### config.mk
export PLATFORM = sky130hd
export DESIGN_NAME = autopoll_engine
export DESIGN_NICKNAME = d
export VERILOG_FILES = /design/src/rtl/ap_pkg.sv /design/src/rtl/ap_try_budget.sv /design/src/rtl/ap_irq_ctrl.sv /design/src/rtl/ap_poll_seq.sv /design/src/rtl/autopoll_engine.sv
export SDC_FILE = /design/constraint.sdc
export NUM_CORES = 1
export LEC_CHECK = 0
export ABC_AREA = 1
export BUFFER_PORTS_ARGS = -buffer_cell sky130_fd_sc_hd__buf_2
export CAP_MARGIN = 20
export CORE_MARGIN = 1
export CORE_UTILIZATION = 40
export DETAILED_ROUTE_END_ITERATION = 10
export PLACE_DENSITY = 0.64
export SLEW_MARGIN = 5
export SYNTH_ARGS = -nofsm -noshare
export SYNTH_HDL_FRONTEND = slang
export SYNTH_SLANG_ARGS = --single-unit
export TNS_END_PERCENT = 100
### constraint.sdc
create_clock -name clk -period 2.01 [get_ports clk]
set_clock_uncertainty 0.2 [all_clocks]
set_input_delay 0.1005 -clock clk [delete_from_list [all_inputs] [get_ports clk]]
set_output_delay 0.1005 -clock clk [all_outputs]
set_load 0.01 [all_outputs]
### src/rtl/ap_pkg.sv
package ap_pkg;
  localparam int REG_W    = 32;
  localparam int CMD_LSB  = 0;
  localparam int TMO_LSB  = 16;
  localparam int BSEL_LSB = 24;
  localparam int POL_BIT  = 30;
  localparam int GO_BIT   = 31;

  localparam int NSRC    = 3;
  localparam int SRC_XFR = 0;
  localparam int SRC_HIT = 1;
  localparam int SRC_TMO = 2;

  typedef enum logic [1:0] {
    SEL_POLL = 2'd0,
    SEL_MASK = 2'd1,
    SEL_STAT = 2'd2
  } reg_sel_e;

  typedef enum logic [2:0] {
    S_IDLE,
    S_CMD_REQ,
    S_CMD_WAIT,
    S_RSP_REQ,
    S_RSP_WAIT,
    S_GAP
  } seq_state_e;
endpackage

### src/rtl/ap_try_budget.sv
module ap_try_budget #(
  parameter int BAUD_W = 3,
  parameter int TMO_W  = 4,
  parameter int CNT_W  = 12
) (
  input  logic              clk,
  input  logic              rst_n,
  input  logic              load_i,
  input  logic [BAUD_W-1:0] baud_i,
  input  logic [TMO_W-1:0]  tmo_i,
  input  logic              tick_i,
  output logic              last_o
);
  logic [CNT_W-1:0] left_q;

  always_ff @(posedge clk or negedge rst_n) begin
    if (!rst_n)      left_q <= '0;
    else if (load_i) left_q <= (CNT_W'(31) << baud_i) + CNT_W'(tmo_i);
    else if (tick_i && left_q != '0) left_q <= left_q - 1'b1;
  end

  assign last_o = (left_q == CNT_W'(1));

  // a try never completes once the budget is spent
  assert_budget_left_R5: assert property (@(posedge clk) disable iff (!rst_n)
    tick_i |-> left_q != '0);
endmodule

### src/rtl/ap_irq_ctrl.sv
module ap_irq_ctrl #(
  parameter int N = 3
) (
  input  logic         clk,
  input  logic         rst_n,
  input  logic [N-1:0] set_i,
  input  logic [N-1:0] clr_i,
  input  logic         mask_we_i,
  input  logic [N-1:0] mask_d_i,
  output logic [N-1:0] status_o,
  output logic [N-1:0] mask_o,
  output logic         irq_o
);
  logic [N-1:0] status_q, mask_q;
  logic         irq_q;
  logic [N-1:0] rise;

  assign rise = set_i & ~status_q & ~mask_q;

  always_ff @(posedge clk or negedge rst_n) begin
    if (!rst_n) begin
      status_q <= '0;
      mask_q   <= '0;
      irq_q    <= 1'b0;
    end else begin
      status_q <= (status_q & ~clr_i) | set_i;
      if (mask_we_i) mask_q <= mask_d_i;
      irq_q <= |rise;
    end
  end

  assign status_o = status_q;
  assign mask_o   = mask_q;
  assign irq_o    = irq_q;

  for (genvar b = 0; b < N; b++) begin : g_chk
    assert_set_wins_R10: assert property (@(posedge clk) disable iff (!rst_n)
      set_i[b] |=> status_q[b]);
    assert_w1c_R10: assert property (@(posedge clk) disable iff (!rst_n)
      (clr_i[b] && !set_i[b]) |=> !status_q[b]);
    assert_sticky_R10: assert property (@(posedge clk) disable iff (!rst_n)
      (status_q[b] && !clr_i[b]) |=> status_q[b]);
  end

  assert_irq_has_src_R11: assert property (@(posedge clk) disable iff (!rst_n)
    irq_q |-> (|status_q));
endmodule

### src/rtl/ap_poll_seq.sv
module ap_poll_seq
  import ap_pkg::*;
#(
  parameter int BYTE_W   = 8,
  parameter int BSEL_W   = 3,
  parameter int BAUD_W   = 3,
  parameter int GAP_SCLK = 8,
  parameter int GAP_W    = 12
) (
  input  logic              clk,
  input  logic              rst_n,
  input  logic              start_i,
  input  logic              abort_i,
  input  logic [BYTE_W-1:0] cmd_i,
  input  logic [BSEL_W-1:0] bsel_i,
  input  logic              pol_i,
  input  logic [BAUD_W-1:0] baud_i,
  input  logic              last_i,
  output logic              req_valid_o,
  input  logic              req_ready_i,
  output logic [BYTE_W-1:0] req_data_o,
  input  logic              rsp_valid_i,
  input  logic [BYTE_W-1:0] rsp_data_i,
  output logic              cs_o,
  output logic              busy_o,
  output logic              tick_o,
  output logic              hit_o,
  output logic              tmo_o
);
  seq_state_e       state_q, state_d;
  logic [GAP_W-1:0] gap_q, gap_d;
  logic [GAP_W-1:0] gap_len;

  assign gap_len = GAP_W'(2 * GAP_SCLK) << baud_i;

  always_comb begin
    state_d = state_q;
    gap_d   = gap_q;
    tick_o  = 1'b0;
    hit_o   = 1'b0;
    tmo_o   = 1'b0;
    case (state_q)
      S_IDLE:     if (start_i) state_d = S_CMD_REQ;
      S_CMD_REQ:  if (req_ready_i) state_d = S_CMD_WAIT;
      S_CMD_WAIT: if (rsp_valid_i) state_d = S_RSP_REQ;
      S_RSP_REQ:  if (req_ready_i) state_d = S_RSP_WAIT;
      S_RSP_WAIT: begin
        if (rsp_valid_i) begin
          if (abort_i) begin
            state_d = S_IDLE;
          end else begin
            tick_o = 1'b1;
            if (rsp_data_i[bsel_i] == pol_i) begin
              hit_o   = 1'b1;
              state_d = S_IDLE;
            end else if (last_i) begin
              tmo_o   = 1'b1;
              state_d = S_IDLE;
            end else begin
              state_d = S_GAP;
              gap_d   = gap_len - 1'b1;
            end
          end
        end
      end
      S_GAP: begin
        if (abort_i)            state_d = S_IDLE;
        else if (gap_q == '0)   state_d = S_CMD_REQ;
        else                    gap_d   = gap_q - 1'b1;
      end
      default: state_d = S_IDLE;
    endcase
  end

  always_ff @(posedge clk or negedge rst_n) begin
    if (!rst_n) begin
      state_q <= S_IDLE;
      gap_q   <= '0;
    end else begin
      state_q <= state_d;
      gap_q   <= gap_d;
    end
  end

  assign req_valid_o = (state_q == S_CMD_REQ) || (state_q == S_RSP_REQ);
  assign req_data_o  = (state_q == S_CMD_REQ) ? cmd_i : '0;
  assign cs_o        = (state_q != S_IDLE) && (state_q != S_GAP);
  assign busy_o      = (state_q != S_IDLE);

  assert_req_hold_R12: assert property (@(posedge clk) disable iff (!rst_n)
    (req_valid_o && !req_ready_i) |=> (req_valid_o && $stable(req_data_o)));
  assert_req_in_cs_R12: assert property (@(posedge clk) disable iff (!rst_n)
    req_valid_o |-> cs_o);
  assert_cs_drop_after_rsp_R3: assert property (@(posedge clk) disable iff (!rst_n)
    $fell(cs_o) |-> $past(rsp_valid_i));
  assert_stop_on_end_R4: assert property (@(posedge clk) disable iff (!rst_n)
    (hit_o || tmo_o) |=> !busy_o);
endmodule

### src/rtl/autopoll_engine.sv
module autopoll_engine
  import ap_pkg::*;
#(
  parameter int BAUD_W   = 3,
  parameter int TMO_W    = 4,
  parameter int BYTE_W   = 8,
  parameter int GAP_SCLK = 8
) (
  input  logic              clk,
  input  logic              rst_n,
  input  logic [BAUD_W-1:0] baud_i,
  input  logic              cfg_we_i,
  input  logic [1:0]        cfg_sel_i,
  input  logic [REG_W-1:0]  cfg_wdata_i,
  output logic [REG_W-1:0]  poll_q_o,
  output logic [NSRC-1:0]   mask_o,
  output logic [NSRC-1:0]   status_o,
  input  logic              xfer_done_i,
  output logic              req_valid_o,
  input  logic              req_ready_i,
  output logic [BYTE_W-1:0] req_data_o,
  input  logic              rsp_valid_i,
  input  logic [BYTE_W-1:0] rsp_data_i,
  output logic              cs_o,
  output logic              irq_o
);
  localparam int BSEL_W    = $clog2(BYTE_W);
  localparam int MAX_BAUD  = (1 << BAUD_W) - 1;
  localparam int MAX_TRIES = (31 << MAX_BAUD) + (1 << TMO_W) - 1;
  localparam int CNT_W     = $clog2(MAX_TRIES + 1);
  localparam int MAX_GAP   = (2 * GAP_SCLK) << MAX_BAUD;
  localparam int GAP_W     = $clog2(MAX_GAP + 1);

  logic [BYTE_W-1:0] cmd_q;
  logic [TMO_W-1:0]  tmo_q;
  logic [BSEL_W-1:0] bsel_q;
  logic              pol_q;
  logic [BAUD_W-1:0] baud_q;
  logic              abort_q;

  logic busy, tick, hit, tmo, last;
  logic wr_poll, start, abort_wr;
  logic wdata_unused;

  assign wdata_unused = ^cfg_wdata_i;

  assign wr_poll  = cfg_we_i && (cfg_sel_i == SEL_POLL);
  assign start    = wr_poll && cfg_wdata_i[GO_BIT] && !busy;
  assign abort_wr = wr_poll && !cfg_wdata_i[GO_BIT] && busy;

  always_ff @(posedge clk or negedge rst_n) begin
    if (!rst_n) begin
      cmd_q   <= '0;
      tmo_q   <= '0;
      bsel_q  <= '0;
      pol_q   <= 1'b0;
      baud_q  <= '0;
      abort_q <= 1'b0;
    end else begin
      if (start) begin
        cmd_q  <= cfg_wdata_i[CMD_LSB +: BYTE_W];
        tmo_q  <= cfg_wdata_i[TMO_LSB +: TMO_W];
        bsel_q <= cfg_wdata_i[BSEL_LSB +: BSEL_W];
        pol_q  <= cfg_wdata_i[POL_BIT];
        baud_q <= baud_i;
      end
      if (start || !busy) abort_q <= 1'b0;
      else if (abort_wr)  abort_q <= 1'b1;
    end
  end

  always_comb begin
    poll_q_o = '0;
    poll_q_o[CMD_LSB +: BYTE_W]  = cmd_q;
    poll_q_o[TMO_LSB +: TMO_W]   = tmo_q;
    poll_q_o[BSEL_LSB +: BSEL_W] = bsel_q;
    poll_q_o[POL_BIT]            = pol_q;
    poll_q_o[GO_BIT]             = busy;
  end

  ap_try_budget #(
    .BAUD_W(BAUD_W), .TMO_W(TMO_W), .CNT_W(CNT_W)
  ) u_budget (
    .clk    (clk),
    .rst_n  (rst_n),
    .load_i (start),
    .baud_i (baud_i),
    .tmo_i  (cfg_wdata_i[TMO_LSB +: TMO_W]),
    .tick_i (tick),
    .last_o (last)
  );

  ap_poll_seq #(
    .BYTE_W(BYTE_W), .BSEL_W(BSEL_W), .BAUD_W(BAUD_W),
    .GAP_SCLK(GAP_SCLK), .GAP_W(GAP_W)
  ) u_seq (
    .clk         (clk),
    .rst_n       (rst_n),
    .start_i     (start),
    .abort_i     (abort_q),
    .cmd_i       (cmd_q),
    .bsel_i      (bsel_q),
    .pol_i       (pol_q),
    .baud_i      (baud_q),
    .last_i      (last),
    .req_valid_o (req_valid_o),
    .req_ready_i (req_ready_i),
    .req_data_o  (req_data_o),
    .rsp_valid_i (rsp_valid_i),
    .rsp_data_i  (rsp_data_i),
    .cs_o        (cs_o),
    .busy_o      (busy),
    .tick_o      (tick),
    .hit_o       (hit),
    .tmo_o       (tmo)
  );

  logic [NSRC-1:0] set_vec, clr_vec;

  always_comb begin
    set_vec          = '0;
    set_vec[SRC_XFR] = tick | xfer_done_i;
    set_vec[SRC_HIT] = hit;
    set_vec[SRC_TMO] = tmo;
    clr_vec = (cfg_we_i && cfg_sel_i == SEL_STAT) ? cfg_wdata_i[NSRC-1:0] : '0;
  end

  ap_irq_ctrl #(.N(NSRC)) u_irq (
    .clk       (clk),
    .rst_n     (rst_n),
    .set_i     (set_vec),
    .clr_i     (clr_vec),
    .mask_we_i (cfg_we_i && cfg_sel_i == SEL_MASK),
    .mask_d_i  (cfg_wdata_i[NSRC-1:0]),
    .status_o  (status_o),
    .mask_o    (mask_o),
    .irq_o     (irq_o)
  );

  assert_start_busy_R2: assert property (@(posedge clk) disable iff (!rst_n)
    start |=> busy);
  assert_cfg_frozen_R9: assert property (@(posedge clk) disable iff (!rst_n)
    busy |=> $stable({cmd_q, tmo_q, bsel_q, pol_q, baud_q}));
  assert_abort_quiet_R8: assert property (@(posedge clk) disable iff (!rst_n)
    abort_q |-> !(hit || tmo));
endmodule

==> flow_summary.json <==
{
  "die_w_um": 98.92,
  "synthToLayoutAreaGrowth_pct": 24.81,
  "crit_type": "reg -> reg",
  "period_minus_slack_ns": 1.908,
  "grt_usage": 0.1991,
  "grt_pass1_vias": 3654,
  "firstDrtPassIters": 4,
  "design.die.area_um2": 9785,
  "timing.fmax_mhz": 524.2,
  "rsz0062_at_grt": "true",
  "initial_core_util": 0.4105,
  "ys_ff_latch": 54,
  "clk_path_buf_depth": 2,
  "core_um2": 9153,
  "ys.warnings.count": 0,
  "leakage_nw": 2.520,
  "drtAntennaViolNets": 0,
  "h-tree-depth": 2,
  "status": "completed",
  "place_congestion": 0.9038,
  "cts_buffers": 5,
  "irDropWorstVdd_v": 0.0005655,
  "crit_path_start_kind": "flop",
  "finalHoldViolCount": 0,
  "cts.sinks": 54,
  "period_share": 0.9491,
  "grt.busiest_layer": "met2",
  "fin_nets": 719,
  "clkLatencyLatePin_ns": 0.32,
  "diodes": 0,
  "grt_max_degree": 30,
  "avgViaCountPerCell": 4.821,
  "path_clk_slew_ns": 0.10,
  "root_buffer": "clkbuf_8",
  "portBuffers": 69,
  "netlist_area_um2": 3757,
  "maxCapViolCount": 0,
  "crit_arrival_ns": 1.93,
  "synth_cells": 545,
  "grtUsageMet1": 0.2535,
  "drive_above_1_share": 0.2288,
  "netlist-cell-type-count": 42,
  "grt_pass1_wl_um": 15790,
  "hold_path.class": "in -> reg",
  "wl_um": 9232,
  "cp.required_ns": 2.03,
  "final.setup.worst_slack_ns": 0.1023,
  "slew_violations": 0,
  "synth_area_per_cell_um2": 6.894,
  "dp_slack_ns": -0.3569,
  "met2_usage": 0.3453,
  "use_met3": 0.02908,
  "power_density_nw_per_um2": 1364,
  "setup_violations": 0,
  "drc": 0,
  "stdcell_count": 771,
  "cp_max_fo": 9,
  "num_rows": 35,
  "ys_seq_area_frac": 0.3596,
  "drt_iter0_drc": 201,
  "die_h_um": 98.92,
  "vias": 3717,
  "io_pins": 100,
  "tritoncts": "done",
  "crit_path_end_kind": "flop",
  "antenna_found_initial": 0,
  "overflow": 0,
  "place_inst": 737,
  "dpl.hpwl_um": 7056,
  "avgRoutedWirePerCell_um": 11.97
}
-- registers in the layout, indices dropped and copies added, names as in the netlist --
signal / count
cmd_q: 8
u_seq.gap_q: 12
u_seq.state_q: 3
u_budget.left_q: 12
baud_q: 3
u_irq.irq_o: 1
bsel_q: 3
u_irq.mask_o: 3
tmo_q: 4
abort_q: 1
u_irq.status_o: 3
pol_q: 1
-- cell type report --
class,count,area [um^2]
inverters,74,296.5
flip-flops and latches,54,1355
well taps,111,138.9
fillers,922,4463
multi-input cells,402,1984
repair buffers,122,817.0
clock buffers,5,68.82
clock inverters,3,28.78
-- kinds of logic after synthesis --
logic type      count (synthesis)  synth area share
compound gates                 61           0.09124
fa+ha+maj                       9           0.03197
flops                          54            0.3596
xor+xnor                        7           0.01632
other cells                     1         0.0009980
simple gates                  310            0.3600
buf+inv                       103            0.1399
-- Yosys cell counts --
cell type | count | share of area
a21oi_1 | 7 | 0.0093
a21oi_2 | 1 | 0.0023
a31oi_1 | 2 | 0.0033
and3_1 | 1 | 0.0017
buf_12 | 1 | 0.0053
buf_2 | 5 | 0.0067
buf_4 | 20 | 0.040
buf_6 | 3 | 0.0090
bufinv_8 | 1 | 0.0047
clkinv_4 | 1 | 0.0023
conb_1 | 1 | 0.0010
dfrtp_1 | 54 | 0.36
fa_1 | 1 | 0.0053
ha_1 | 8 | 0.027
inv_1 | 68 | 0.068
inv_2 | 4 | 0.0040
nand2_1 | 169 | 0.17
nand2_2 | 4 | 0.0067
nand2_4 | 1 | 0.0030
nand2_8 | 1 | 0.0053
nand3_1 | 46 | 0.061
nand3_2 | 1 | 0.0027
nand3_4 | 1 | 0.0047
nand3b_1 | 3 | 0.0060
nand4_1 | 10 | 0.017
nor2_1 | 57 | 0.057
nor2_2 | 5 | 0.0083
nor2_4 | 1 | 0.0030
nor3_1 | 6 | 0.0080
nor3b_1 | 1 | 0.0020
nor4_1 | 1 | 0.0017
o2111ai_1 | 2 | 0.0047
o211ai_1 | 2 | 0.0040
o21ai_0 | 37 | 0.049
o21ai_1 | 4 | 0.0053
o21ai_2 | 2 | 0.0047
o21bai_1 | 1 | 0.0020
o221ai_1 | 1 | 0.0023
o31ai_1 | 2 | 0.0040
or2_2 | 2 | 0.0033
xnor2_1 | 6 | 0.014
xor2_1 | 1 | 0.0023
-- critical path, stage by stage (launching register included) --
cell and delay, ns:
dfrtp_1 0.41, inv_2 0.09, nand3_4 0.07, buf_6 0.15, o21ai_1 0.30, nand2_1 0.15, nor2_1 0.16, nand2_1 0.07
nand2_1 0.05, nand2_1 0.04, nand2_1 0.06, nand2_1 0.04
-- report_power, final --
group	switching, mW	internal, mW	total, mW
logic	2.24	1.47	3.71
clock network	0.405	0.259	0.664
registers	0.446	1.58	2.02
-- per-layer routing --
metal,wire length [um],share of wire
met1,4130,0.45
met3,407,0.044
met5,0,0
met4,136,0.015
met2,4558,0.49
-- final timing paths --
kind / startpoint / endpoint / slack (ns) / depth (start not counted)
setup / recovery: u_seq.state_q[1] / u_seq.gap_q[9] / 0.10 / 11
hold / removal: baud_i[0] / u_budget.left_q[11] / 0.05 / 4
setup reg to reg: u_seq.state_q[1] / u_seq.gap_q[9] / 0.10 / 11
hold reg to reg: tmo_q[0] / tmo_q[0] / 0.30 / 2
max in group asynchronous: rst_n / u_seq.state_q[2] / 1.18 / 3
min in group asynchronous: rst_n / bsel_q[1] / 0.11 / 3
-- cells in the final DEF, fill, tap and decap left out, drive strengths merged, types with 2 or more instances in the layout --
master | Yosys | final
o21ai | 43 | 43
conb | 1 | 15
nor2 | 63 | 63
xnor2 | 6 | 6
a21oi | 8 | 8
nand4 | 10 | 10
nor3 | 6 | 6
buf | 29 | 97
clkbuf | 0 | 5
nand2 | 175 | 175
or2 | 2 | 2
o2111ai | 2 | 2
inv | 72 | 73
o31ai | 2 | 2
o211ai | 2 | 2
dlygate4sd3 | 0 | 25
a31oi | 2 | 2
ha | 8 | 8
nand3b | 3 | 3
nand3 | 48 | 48
clkinv | 1 | 3
dfrtp | 54 | 54
-- through the flow --
stage	util	hold WS (ns)	setup TNS (ns)	area (um^2)	total power, mW
finish	0.5124	0.04798	0	4690	6.397
global route	0.5124	0.04827	-0.06328	4690	7.044
CTS	0.5050	0.02835	0	4622	6.312
detailed placement	0.4666	-0.06834	-0.8673	4270	5.593
global placement	0.4666	-0.07255	-0.3838	4270	5.507
floorplan	-	-0.3951	0	3810	4.575
-- repair_timing --
| item | 4_1_cts | 5_1_grt |
|---|---|---|
| hold endpoints to repair | 80 | 0 |
| setup endpoints to repair | 1 | 29 |
| pin swaps | 0 | 2 |
| setup buffers | 0 | 1 |
| gates resized for setup | 1 | 26 |
| hold buffers | 25 | 0 |
No activity file was read; power rests on OpenSTA's default activity.
